[config.mk]
export PLATFORM = sky130hd
export DESIGN_NAME = lsu_align_unit
export DESIGN_NICKNAME = d
export VERILOG_FILES = /design/src/rtl/lsu_align_pkg.sv /design/src/rtl/lsu_ea_gen.sv /design/src/rtl/lsu_lane_map.sv /design/src/rtl/lsu_load_extract.sv /design/src/rtl/lsu_align_unit.sv
export SDC_FILE = /design/constraint.sdc
export NUM_CORES = 1
export LEC_CHECK = 0
export ABC_AREA = 1
export BUFFER_PORTS_ARGS = -buffer_cell sky130_fd_sc_hd__clkbuf_2
export CAP_MARGIN = 20
export CORE_MARGIN = 2
export CORE_UTILIZATION = 39
export CTS_CLUSTER_SIZE = 25
export DETAILED_ROUTE_END_ITERATION = 12
export GPL_TIMING_DRIVEN = 1
export PLACE_DENSITY = 0.67
export RECOVER_POWER = 50
export SLEW_MARGIN = 10
export SYNTH_ARGS = -nofsm -noshare
export SYNTH_HDL_FRONTEND = slang
export SYNTH_SLANG_ARGS = --single-unit
[constraint.sdc]
create_clock -name clk_i -period 3.9 [get_ports clk_i]
set_input_delay 0.585 -clock clk_i [delete_from_list [all_inputs] [get_ports clk_i]]
set_output_delay 0.585 -clock clk_i [all_outputs]
set_load 0.01 [all_outputs]
[src/rtl/lsu_align_pkg.sv]
package lsu_align_pkg;
  localparam logic [1:0] SZ_BYTE = 2'b00;
  localparam logic [1:0] SZ_HALF = 2'b01;
  // size_i[1] set selects a full word
endpackage

[src/rtl/lsu_ea_gen.sv]
module lsu_ea_gen #(
  parameter int ADDR_W = 32,
  parameter int OFF_W  = 2
) (
  input  logic [ADDR_W-1:0] op_a_i,
  input  logic [ADDR_W-1:0] op_b_i,
  input  logic [ADDR_W-1:0] imm_i,
  input  logic              use_imm_i,
  input  logic [1:0]        size_i,
  output logic [ADDR_W-1:0] addr_o
);
  import lsu_align_pkg::*;
  logic [ADDR_W-1:0] sum;

  assign sum = op_a_i + (use_imm_i ? imm_i : op_b_i);

  always_comb begin
    addr_o = sum;
    if (size_i[1])              addr_o[OFF_W-1:0] = '0;
    else if (size_i == SZ_HALF) addr_o[0] = 1'b0;
  end
endmodule

[src/rtl/lsu_lane_map.sv]
module lsu_lane_map #(
  parameter int DATA_W = 32,
  parameter int LANES  = DATA_W / 8,
  parameter int OFF_W  = $clog2(LANES)
) (
  input  logic [1:0]        size_i,
  input  logic [OFF_W-1:0]  off_i,
  input  logic [DATA_W-1:0] store_data_i,
  output logic [LANES-1:0]  be_o,
  output logic [DATA_W-1:0] wdata_o
);
  import lsu_align_pkg::*;
  logic [OFF_W-1:0] lane_b, lane_h;

  // big-endian: offset 0 maps to the top lane
  assign lane_b = ~off_i;
  assign lane_h = ~off_i & ~{{(OFF_W-1){1'b0}}, 1'b1};

  always_comb begin
    if (size_i[1]) begin
      be_o    = '1;
      wdata_o = store_data_i;
    end else if (size_i == SZ_HALF) begin
      be_o    = {{(LANES-2){1'b0}}, 2'b11} << lane_h;
      wdata_o = {{(DATA_W-16){1'b0}}, store_data_i[15:0]} << {lane_h, 3'b000};
    end else begin
      be_o    = {{(LANES-1){1'b0}}, 1'b1} << lane_b;
      wdata_o = {{(DATA_W-8){1'b0}}, store_data_i[7:0]} << {lane_b, 3'b000};
    end
  end
endmodule

[src/rtl/lsu_load_extract.sv]
module lsu_load_extract #(
  parameter int DATA_W = 32,
  parameter int LANES  = DATA_W / 8,
  parameter int OFF_W  = $clog2(LANES)
) (
  input  logic [1:0]        size_i,
  input  logic [OFF_W-1:0]  off_i,
  input  logic [DATA_W-1:0] rdata_i,
  output logic [DATA_W-1:0] load_o
);
  import lsu_align_pkg::*;
  logic [OFF_W-1:0]  lane_b, lane_h;
  logic [DATA_W-1:0] sh_b, sh_h;

  assign lane_b = ~off_i;
  assign lane_h = ~off_i & ~{{(OFF_W-1){1'b0}}, 1'b1};
  assign sh_b   = rdata_i >> {lane_b, 3'b000};
  assign sh_h   = rdata_i >> {lane_h, 3'b000};

  always_comb begin
    if (size_i[1])              load_o = rdata_i;
    else if (size_i == SZ_HALF) load_o = {{(DATA_W-16){1'b0}}, sh_h[15:0]};
    else                        load_o = {{(DATA_W-8){1'b0}}, sh_b[7:0]};
  end
endmodule

[src/rtl/lsu_align_unit.sv]
module lsu_align_unit #(
  parameter int DATA_W = 32,
  parameter int ADDR_W = 32,
  localparam int LANES = DATA_W / 8,
  localparam int OFF_W = $clog2(LANES)
) (
  input  logic              clk_i,
  input  logic              rst_ni,
  input  logic              req_valid_i,
  input  logic              use_imm_i,
  input  logic [ADDR_W-1:0] op_a_i,
  input  logic [ADDR_W-1:0] op_b_i,
  input  logic [ADDR_W-1:0] imm_i,
  input  logic [1:0]        size_i,
  input  logic              write_i,
  input  logic [DATA_W-1:0] store_data_i,
  output logic              bus_valid_o,
  output logic              bus_write_o,
  output logic [ADDR_W-1:0] bus_addr_o,
  output logic [LANES-1:0]  bus_be_o,
  output logic [DATA_W-1:0] bus_wdata_o,
  input  logic [DATA_W-1:0] bus_rdata_i,
  output logic [DATA_W-1:0] load_data_o
);
  logic [ADDR_W-1:0] addr_d;
  logic [LANES-1:0]  be_d;
  logic [DATA_W-1:0] wdata_d;
  logic [1:0]        size_q;

  lsu_ea_gen #(.ADDR_W(ADDR_W), .OFF_W(OFF_W)) u_ea (
    .op_a_i, .op_b_i, .imm_i, .use_imm_i, .size_i, .addr_o(addr_d)
  );

  lsu_lane_map #(.DATA_W(DATA_W)) u_map (
    .size_i, .off_i(addr_d[OFF_W-1:0]), .store_data_i,
    .be_o(be_d), .wdata_o(wdata_d)
  );

  always_ff @(posedge clk_i or negedge rst_ni) begin
    if (!rst_ni) begin
      bus_valid_o <= 1'b0;
      bus_write_o <= 1'b0;
      bus_addr_o  <= '0;
      bus_be_o    <= '0;
      bus_wdata_o <= '0;
      size_q      <= '0;
    end else begin
      bus_valid_o <= req_valid_i;
      if (req_valid_i) begin
        bus_write_o <= write_i;
        bus_addr_o  <= addr_d;
        bus_be_o    <= be_d;
        bus_wdata_o <= wdata_d;
        size_q      <= size_i;
      end
    end
  end

  lsu_load_extract #(.DATA_W(DATA_W)) u_ld (
    .size_i(size_q), .off_i(bus_addr_o[OFF_W-1:0]),
    .rdata_i(bus_rdata_i), .load_o(load_data_o)
  );
endmodule

==> flow_summary.yaml, run 1 <==
pwr:
  p_leak_nw: 4.58
  clockPowerShare_pct: 28.6
  pwr_density_cell_nw_per_um2: 358
  intPower_mw: 1.73
  p_sw_share_pct: 39.8
  p_sw_mw: 1.15
  total_power_mw: 2.88
  vdd_ir_drop_max_mv: 0.261
  seq_power_share_pct: 33.1
  comb_power_share_pct: 38.3
floorplanning:
  core-area_um2: 15900
  die_x_um: 131
  dieArea_um2: 17200
  num_rows: 46
  start_util_pct: 39.8
  die_h_um: 131
  ioPinCount: 269
synth:
  synth.distinct_cells: 39
  synthArstFlopShare_pct: 100
  synth_nets: 1170
  syn_area_um2: 6320
  synth_edf_count: 0
  syn_area_per_cell_um2: 6.50
  yosysSeqAreaShare_pct: 28.5
  ys_seq_elements: 72
  synth_top_area_share_pct: 28.5
  yosysTopAreaCell: "dfrtp_1"
  netlist_instances: 971
  yosys-top-cells-area: "dfrtp_1 (29%), nand2_1 (20%), inv_1 (9.2%)"
  yosysWarnings: 0
  ys.flop_type: "dfrtp_1"
detailed_routing:
  routed_wl_mm: 20.5
  dr.pass1.iters: 5
  drtAntennaViolNets: 0
  wl_per_cell_um: 14.2
  num_vias: 7009
  via_per_inst: 4.86
  post-route-drc-count: 0
  dr.first_iter.drc_count: 583
worst_setup_path:
  crit_path_end: "bus_wdata_o[17]$_DFFE_PN0P_"
  cp.required_ns: 4.12
  path_max_fanout: 46
  cp_slowest_stage_delay_ns: 1.58
  crit_arrival_ns: 3.26
  r2r-end: "size_q[1]$_DFFE_PN0P_"
  path_depth: 4
  critPathMostFrequentCell: "clkbuf_1"
  path_class: "in -> reg"
  path_cells: "clkbuf_1, clkbuf_1, nand3_1, o311ai_0"
  r2r_start: "size_q[1]$_DFFE_PN0P_"
  slowest_stage: "clkbuf_1"
  cp-end-kind: "flop"
  critPathTopFamily: "buffers and inverters"
  path_buf_inv: 2
  start_kind: "input pin"
  rr_worst_depth: 2
  timing.reg2reg.setup_slack_ns: 2.67
  worstSetupStartpoint: "req_valid_i"
clock_network:
  cts_resized: 0
  h-tree-depth: 3
  clkSlewWorstSetupHoldPaths_ns: 0.07
  cts_sinks: 72
  cts_buffers: 9
  post-cts-setup-buffers: 0
  cts_tree: "yes"
  hold_buffers: 0
  clock_latency_ns: 0.33
  root_buffer: "clkbuf_16"
  clock_path_buffers: 2
sta:
  hold_viol_final: 0
  tightest_slew_ns: 2.22
  hold_ws_ns: 0.447
  rsz0062_at_grt: "false"
  fin_crit_ns: 3.05
  relSlewSlack_pct: -47.8
  fin_tns_setup_ns: 0
  drv_slew: 165
  min_period_over_period_pct: 78.1
  finalSetupViolCount: 0
  max_freq_ghz: 0.328
  skew_ns: 0
grt:
  grt_use_total_pct: 23.5
  grt_pass1_vias: 6663
  grt_use_met2_pct: 40.3
  grt_start_max_net_pins: 73
  grt_pass1_wl_mm: 33.1
  top_usage_layer: "met2"
  grt.met3_usage_pct: 3.47
  antenna_found_initial: 0
  met1_usage_pct: 30.8
  grt_overflow_total: 0
placed_design:
  dp_hpwl_mm: 16.2
  portBuffers: 268
  gp_congestion: 0.915
cells_and_area:
  diodes: 0
  utilization_pct: 50.6
  mostFrequentLayoutCell: "nand2_1"
  area_growth_pct: 27.2
  layout_common_cells: "nand2_1 (336), clkbuf_2 (220), inv_1 (156), dfrtp_1 (72), nand3_1 (71)"
  fin_nets: 1420
  drive_gt1_share_pct: 24.1
outcome:
  status: "complete, but fails checks"
  violations: "max-capacitance violations, max-slew violations"
flow_run:
  max-cap-violations: 3
min_path:
  hp-class: "in -> reg"
-- logic make-up after synthesis --
logic type,synth area share (%)
fa+ha+maj,6.46
mux,5.35
flops,28.5
buf+inv,12.0
compound gates,13.7
xor+xnor,1.80
simple gates,32.1
-- power by group through the flow --
stage                     Combinational [mW]  Clock, mW  Sequential, mW
after detailed placement                1.12          0           0.964
final                                   1.10      0.823           0.951
after global placement                  1.12          0           0.962
after floorplan                        0.647          0           0.993
after CTS                               1.13      0.836           0.951
after global routing                    1.24      0.863           0.968
-- worst min-delay path by stage --
| stage | from | to | slack (ns) | cells after the start |
|---|---|---|---|---|
| floorplan | rst_ni | bus_addr_o[0]$_DFFE_PN0P_ | 0.29 | 0 |
| global placement | bus_write_o$_DFFE_PN0P_ | bus_write_o$_DFFE_PN0P_ | 0.46 | 2 |
| detailed placement | bus_addr_o[22]$_DFFE_PN0P_ | bus_addr_o[22]$_DFFE_PN0P_ | 0.47 | 2 |
| CTS | rst_ni | bus_wdata_o[8]$_DFFE_PN0P_ | 0.43 | 1 |
| global route | write_i | bus_write_o$_DFFE_PN0P_ | 0.45 | 3 |
| finish | write_i | bus_write_o$_DFFE_PN0P_ | 0.45 | 3 |
-- routing by layer --
layer	share of wire (%)	vias to the layer above
met5	0	-
met4	1.9	0
met3	6.5	28
met2	47	277
met1	44	3096
li1	-	3608
-- registers in the layout, indices dropped and copies added (netlist names) --
name and count:
bus_addr_o 32, bus_be_o 4, bus_valid_o 1, bus_wdata_o 32, bus_write_o 1, size_q 2
-- area by class of cell --
class / instances / area, µm²
Tap cell: 216 / 270
Clock inverter: 7 / 63.8
Fill cell: 1705 / 7850
Sequential cell: 72 / 1800
Inverter: 158 / 596
Clock buffer: 9 / 225
Multi-Input combinational cell: 708 / 3750
Timing Repair Buffer: 272 / 1320
-- synth_stat cells (2+ instances only) --
cell / number
o22ai_1: 8
nor3_1: 2
mux2_2: 30
nor2_2: 7
clkbuf_1: 14
ha_1: 31
o21ai_1: 9
buf_2: 14
o21ai_0: 46
nor2_1: 47
dfrtp_1: 72
nand3b_1: 4
a21oi_1: 38
xnor2_1: 13
o21a_1: 9
nand2_2: 9
o211ai_1: 15
a31oi_1: 7
nand3_2: 2
buf_4: 4
o21bai_1: 3
inv_1: 155
o311ai_0: 7
nor2_4: 2
nand2_1: 336
inv_2: 2
nand3_1: 71
nand4_1: 3
-- metrics by stage --
step	cells	setup WS, ns	area, µm²
final	1442	0.852	8030
after global routing	1442	0.469	8030
after CTS	1442	0.989	8100
after detailed placement	1426	0.743	7810
after global placement	1426	0.708	7810
after floorplan	971	1.23	6320
-- tightest hold or removal path, cell delays in order --
cell and delay, ns:
clkbuf_2 0.08, nand2_1 0.04, nand2_1 0.05
(Power assumes the default switching activity.)
==> run 2: changes to the inputs <==
- clock period: 3.9 -> 2.81 ns (I/O delays scaled with it)
==> run 2 against run 1 <==
  * Register-to-register slack got worse by 0.94 ns
  * Total power rose by 40%
  * Final cell count is 0.28% higher
  * Non-clock buffer count is 4 higher
  * Sequential power up 38%
  * Largest cell class unchanged
  * Setup slack worse by 0.39 ns
  * The flow still finishes with violations (max-capacitance violations, max-slew violations)
  * Clock-buffer cell count unchanged
  * Cell area up 0.67%
  * Critical path depth is 8 higher
  * Largest power group unchanged
==> flow_summary.yaml, run 2 (synthesized netlist as in run 1, its figures left out) <==
outcome:
  status: "complete, but fails checks"
  violations: "max-capacitance violations, max-slew violations"
pwr:
  intPower_mw: 2.49
  p_sw_share_pct: 38.3
  pwr_density_cell_nw_per_um2: 499
  clockPowerShare_pct: 29.2
  p_sw_mw: 1.55
  comb_power_share_pct: 38.2
  p_leak_nw: 4.61
  seq_power_share_pct: 32.6
  vdd_ir_drop_max_mv: 0.312
worst_setup_path:
  critPathTopFamily: "simple AND/OR/NAND/NOR gates"
  cp.required_ns: 3.02
  start_kind: "input pin"
  cp_slowest_stage_delay_ns: 0.36
  critPathMostFrequentCell: "nand2_1"
  path_buf_inv: 4
  path_cells: "clkbuf_2, buf_12, mux2_2, ha_1, nand2_1, inv_1, nand2_1, nand2_1, inv_1, nand3_1, xnor2_1, o21ai_0"
  slowest_stage: "mux2_2"
  crit_arrival_ns: 2.56
  path_class: "in -> reg"
  path_max_fanout: 32
  cp-end-kind: "flop"
sta:
  tightest_slew_ns: 1.90
  drv_slew: 73
  rsz0062_at_grt: "false"
  fin_tns_setup_ns: 0
  finalSetupViolCount: 0
  min_period_over_period_pct: 83.6
  relSlewSlack_pct: -26.4
  max_freq_ghz: 0.426
  skew_ns: 0
  fin_crit_ns: 2.35
  hold_viol_final: 0
detailed_routing:
  dr.first_iter.drc_count: 510
  top_layer_used: "met4"
  via_per_inst: 4.89
  wl_per_cell_um: 14.1
  wl_met1_mm: 8.75
  dr.pass1.iters: 7
  dr_wl_met3_mm: 1.42
  drtAntennaViolNets: 0
  num_vias: 7066
  post-route-drc-count: 0
  met2WireLength_mm: 9.90
  routed_wl_mm: 20.4
cells_and_area:
  layout_common_cells: "nand2_1 (336), clkbuf_2 (218), inv_1 (155), dfrtp_1 (72), nand3_1 (71)"
  utilization_pct: 50.9
  area_growth_pct: 28.0
  fin_nets: 1424
  largest_registers: "bus_addr_o (32), bus_wdata_o (32), bus_be_o (4)"
  drive_gt1_share_pct: 24.2
  diodes: 0
  mostFrequentLayoutCell: "nand2_1"
  nFillCells: 1707
  stdcell_count: 1446
placed_design:
  portBuffers: 268
  gp_congestion: 0.903
  numPlacedInstances: 1430
  dp_hpwl_mm: 16.2
floorplanning:
  core-area_um2: 15900
  die_x_um: 131
  die_h_um: 131
  num_rows: 46
  dieArea_um2: 17200
  start_util_pct: 39.8
  ioPinCount: 269
min_path:
  hp-class: "in -> reg"
grt:
  grt_pass1_vias: 6591
  antenna_found_initial: 0
  grt_use_total_pct: 23.6
  grt_overflow_total: 0
  grt_start_max_net_pins: 73
  grt_pass1_wl_mm: 33.2
clock_network:
  cts_tree: "yes"
  clkSlewWorstSetupHoldPaths_ns: 0.06
  clock_latency_ns: 0.32
  cts_sinks: 72
  clock_path_buffers: 2
  post-cts-setup-buffers: 0
  cts_resized: 0
  hold_buffers: 0
  cts_buffers: 9
  root_buffer: "clkbuf_16"
  h-tree-depth: 3
flow_run:
  max-cap-violations: 1
run 2: area by class of cell:
cell class / count / area, µm² / share of cell area, %
well taps: 216 / 270 / 3.34
inverters: 158 / 596 / 7.37
multi-input cells: 708 / 3750 / 46.4
flip-flops and latches: 72 / 1800 / 22.3
clock inverters: 7 / 77.6 / 0.959
clock buffers: 9 / 225 / 2.79
repair buffers: 276 / 1360 / 16.8
run 2: final timing paths:
check	endpoint	slack [ns]	cells past startpoint	startpoint
setup / recovery	bus_addr_o[11]$_DFFE_PN0P_	0.46	12	use_imm_i
hold / removal	bus_write_o$_DFFE_PN0P_	0.29	3	write_i
setup reg to reg	bus_addr_o[1]$_DFFE_PN0P_	1.73	2	bus_addr_o[1]$_DFFE_PN0P_
hold reg to reg	bus_write_o$_DFFE_PN0P_	0.47	2	bus_write_o$_DFFE_PN0P_
max in group asynchronous	bus_addr_o[6]$_DFFE_PN0P_	1.07	1	rst_ni
min in group asynchronous	bus_wdata_o[11]$_DFFE_PN0P_	0.59	1	rst_ni
run 2: per-stage QoR:
step | setup slack (ns) | total power [mW] | area (µm²) | hold slack (ns)
3_3_place_gp | 0.127 | 2.90 | 7850 | 0.458
4_1_cts | 0.481 | 4.10 | 8150 | 0.265
5_1_grt | 0.275 | 4.32 | 8090 | 0.278
3_5_place_dp | 0.126 | 2.90 | 7850 | 0.462
2_1_floorplan | 0.305 | 2.28 | 6320 | 0.126
6_report | 0.461 | 4.03 | 8090 | 0.291
run 2: power groups by stage:
| stage | logic, mW | clock network, mW | registers, mW |
|---|---|---|---|
| 2_1_floorplan | 0.897 | 0 | 1.38 |
| 3_3_place_gp | 1.57 | 0 | 1.33 |
| 3_5_place_dp | 1.57 | 0 | 1.33 |
| 4_1_cts | 1.58 | 1.21 | 1.31 |
| 5_1_grt | 1.73 | 1.25 | 1.33 |
| 6_report | 1.54 | 1.18 | 1.31 |
run 2: tightest hold or removal path, delay by kind of cell:
kind | cells | cell delay (ns)
buffers and inverters | 1 | 0.08
AND/OR/NAND/NOR | 2 | 0.09
run 2: routing by layer:
metal  vias to the layer above  global-route usage (%)
met3                        22                    3.78
li1                       3616                       -
met1                      3154                    29.5
met4                         0                    5.98
met2                       274                    42.2
met5                         -                       0
==> run 3: changes to the inputs <==
- clock period: 2.81 -> 2.3 ns (I/O delays scaled with it)
==> run 3 against run 2 <==
  * The run still ends with max-capacitance violations, max-slew violations left
  * Clock power is 25% higher
  * Sequential share of layout area is 1.4 points lower
  * Non-clock buffer count grew 56
  * Register-to-register slack got worse by 0.32 ns
  * Worst hold slack got worse by 0.098 ns
  * Utilization is 3.5 points higher
  * Critical path depth did not move
  * Routed wire length rose by 3.5%
  * Total power grew 28%
  * Critical path type unchanged
  * Largest cell class unchanged
==> flow_summary.yaml, run 3 (synthesized netlist as in run 1, its figures left out) <==
worst_setup_path:
  crit_arrival_ns: 2.45
  cp.required_ns: 2.59
  start_kind: "input pin"
  path_class: "in -> reg"
  cp-end-kind: "flop"
  path_max_fanout: 14
outcome:
  violations: "max-capacitance violations, max-slew violations"
  status: "complete, but fails checks"
detailed_routing:
  dr.first_iter.drc_count: 427
  post-route-drc-count: 0
  drtAntennaViolNets: 0
  via_per_inst: 4.84
  dr.pass1.iters: 5
  wl_per_cell_um: 14.0
  num_vias: 7265
  routed_wl_mm: 21.1
sta:
  drv_slew: 24
  min_period_over_period_pct: 93.7
  max_freq_ghz: 0.464
  fin_tns_setup_ns: 0
  setup_ws_ns: 0.145
  tightest_slew_ns: 1.58
  hold_viol_final: 0
  fin_crit_ns: 2.16
  hold_ws_ns: 0.193
  skew_ns: 0
  relSlewSlack_pct: -5.45
  finalSetupViolCount: 0
cells_and_area:
  seq_area_um2: 1800
  fin_nets: 1480
  mostFrequentLayoutCell: "nand2_1"
  drive_gt1_share_pct: 28.4
  area_growth_pct: 36.8
  utilization_pct: 54.4
  multi_input_area_um2: 3800
  diodes: 0
  largest_registers: "bus_addr_o (32), bus_wdata_o (32), bus_be_o (4)"
  nFillCells: 1637
  layout_common_cells: "nand2_1 (336), clkbuf_2 (220), inv_1 (156), dfrtp_1 (71), nand3_1 (70)"
pwr:
  pwr_density_cell_nw_per_um2: 596
  total_power_mw: 5.15
  p_leak_nw: 4.93
  vdd_ir_drop_max_mv: 0.368
clock_network:
  clkSlewWorstSetupHoldPaths_ns: 0.07
  cts_buffers: 9
  clock_latency_ns: 0.34
  root_buffer: "clkbuf_16"
  clock_path_buffers: 2
  cts_sinks: 72
  cts_tree: "yes"
  h-tree-depth: 3
placed_design:
  dp_hpwl_mm: 16.9
  dp_slack_ns: -0.271
  gp_congestion: 0.877
  portBuffers: 268
floorplanning:
  ioPinCount: 269
  dieArea_um2: 17200
  die_h_um: 131
  die_x_um: 131
  core-area_um2: 15900
  num_rows: 46
  start_util_pct: 39.8
grt:
  antenna_found_initial: 0
  grt_pass1_wl_mm: 34.1
  grt_start_max_net_pins: 50
  grt_overflow_total: 0
  grt_pass1_vias: 6922
  grt_use_total_pct: 24.2
flow_run:
  max-cap-violations: 1
min_path:
  hp-class: "in -> reg"
## run 3: changes by cell type in the layout (fill, tap and decap cells not counted), moves of 2 or more
cell,previous run,this run
buf_12,2,7
buf_4,5,54
clkbuf_1,51,48
clkbuf_2,218,220
nor2_1,47,40
nor2_2,7,12
nor2_4,2,4
## run 3: final cells by class
type	instances	share of cell area, %
Sequential cell	72	20.9
Clock buffer	9	2.61
Timing Repair Buffer	332	21.6
Inverter	158	6.89
Clock inverter	7	0.898
Multi-Input combinational cell	708	44.0
Tap cell	216	3.13
## run 3: path summary, 6_finish.rpt
check	startpoint	slack, ns	cells after the start	to
worst max-delay path	use_imm_i	0.14	12	bus_addr_o[16]$_DFFE_PN0P_
worst min-delay path	write_i	0.19	3	bus_write_o$_DFFE_PN0P_
worst max register to register	bus_addr_o[1]$_DFFE_PN0P_	1.41	2	bus_addr_o[1]$_DFFE_PN0P_
worst min register to register	bus_addr_o[19]$_DFFE_PN0P_	0.48	2	bus_addr_o[19]$_DFFE_PN0P_
max in group asynchronous	rst_ni	0.38	3	bus_addr_o[1]$_DFFE_PN0P_
min in group asynchronous	rst_ni	0.94	2	bus_wdata_o[8]$_DFFE_PN0P_
## run 3: through the flow
step           std cells  area, µm²
5_1_grt             1502       8640
3_5_place_dp        1484       8330
2_1_floorplan        971       6330
3_3_place_gp        1484       8330
4_1_cts             1501       8640
6_report            1502       8640
## run 3: timing repair
action / 4_1_cts / 5_1_grt
endpoints found under the hold margin: 23 / 0
endpoints found under the setup margin: 0 / 21
resized for setup: 0 / 14
buffers inserted: 0 / 0
hold buffers: 1 / 0
## run 3: layer usage
metal	GRT usage, %	vias up	part of all wire (%)
li1	-	3712	-
met1	30.1	3244	43
met2	41.5	268	47
met3	4.36	41	6.7
met4	9.60	0	3.3
met5	0	-	0
## run 3: critical path, cell delays in order
cell and delay, ns:
clkbuf_4 0.18, clkbuf_16 0.21, mux2_2 0.35, ha_1 0.32, nand2_1 0.11, inv_1 0.06
a21oi_1 0.20, buf_4 0.14, o21bai_1 0.09, o21ai_0 0.20, nand3_1 0.15, nand2_1 0.08
## run 3: where the power goes
| part | internal (mW) | switching [mW] | leakage [nW] |
|---|---|---|---|
| Combinational | 0.879 | 1.20 | 3.91 |
| Sequential | 1.47 | 0.134 | 0.878 |
| Clock | 0.852 | 0.617 | 0.147 |
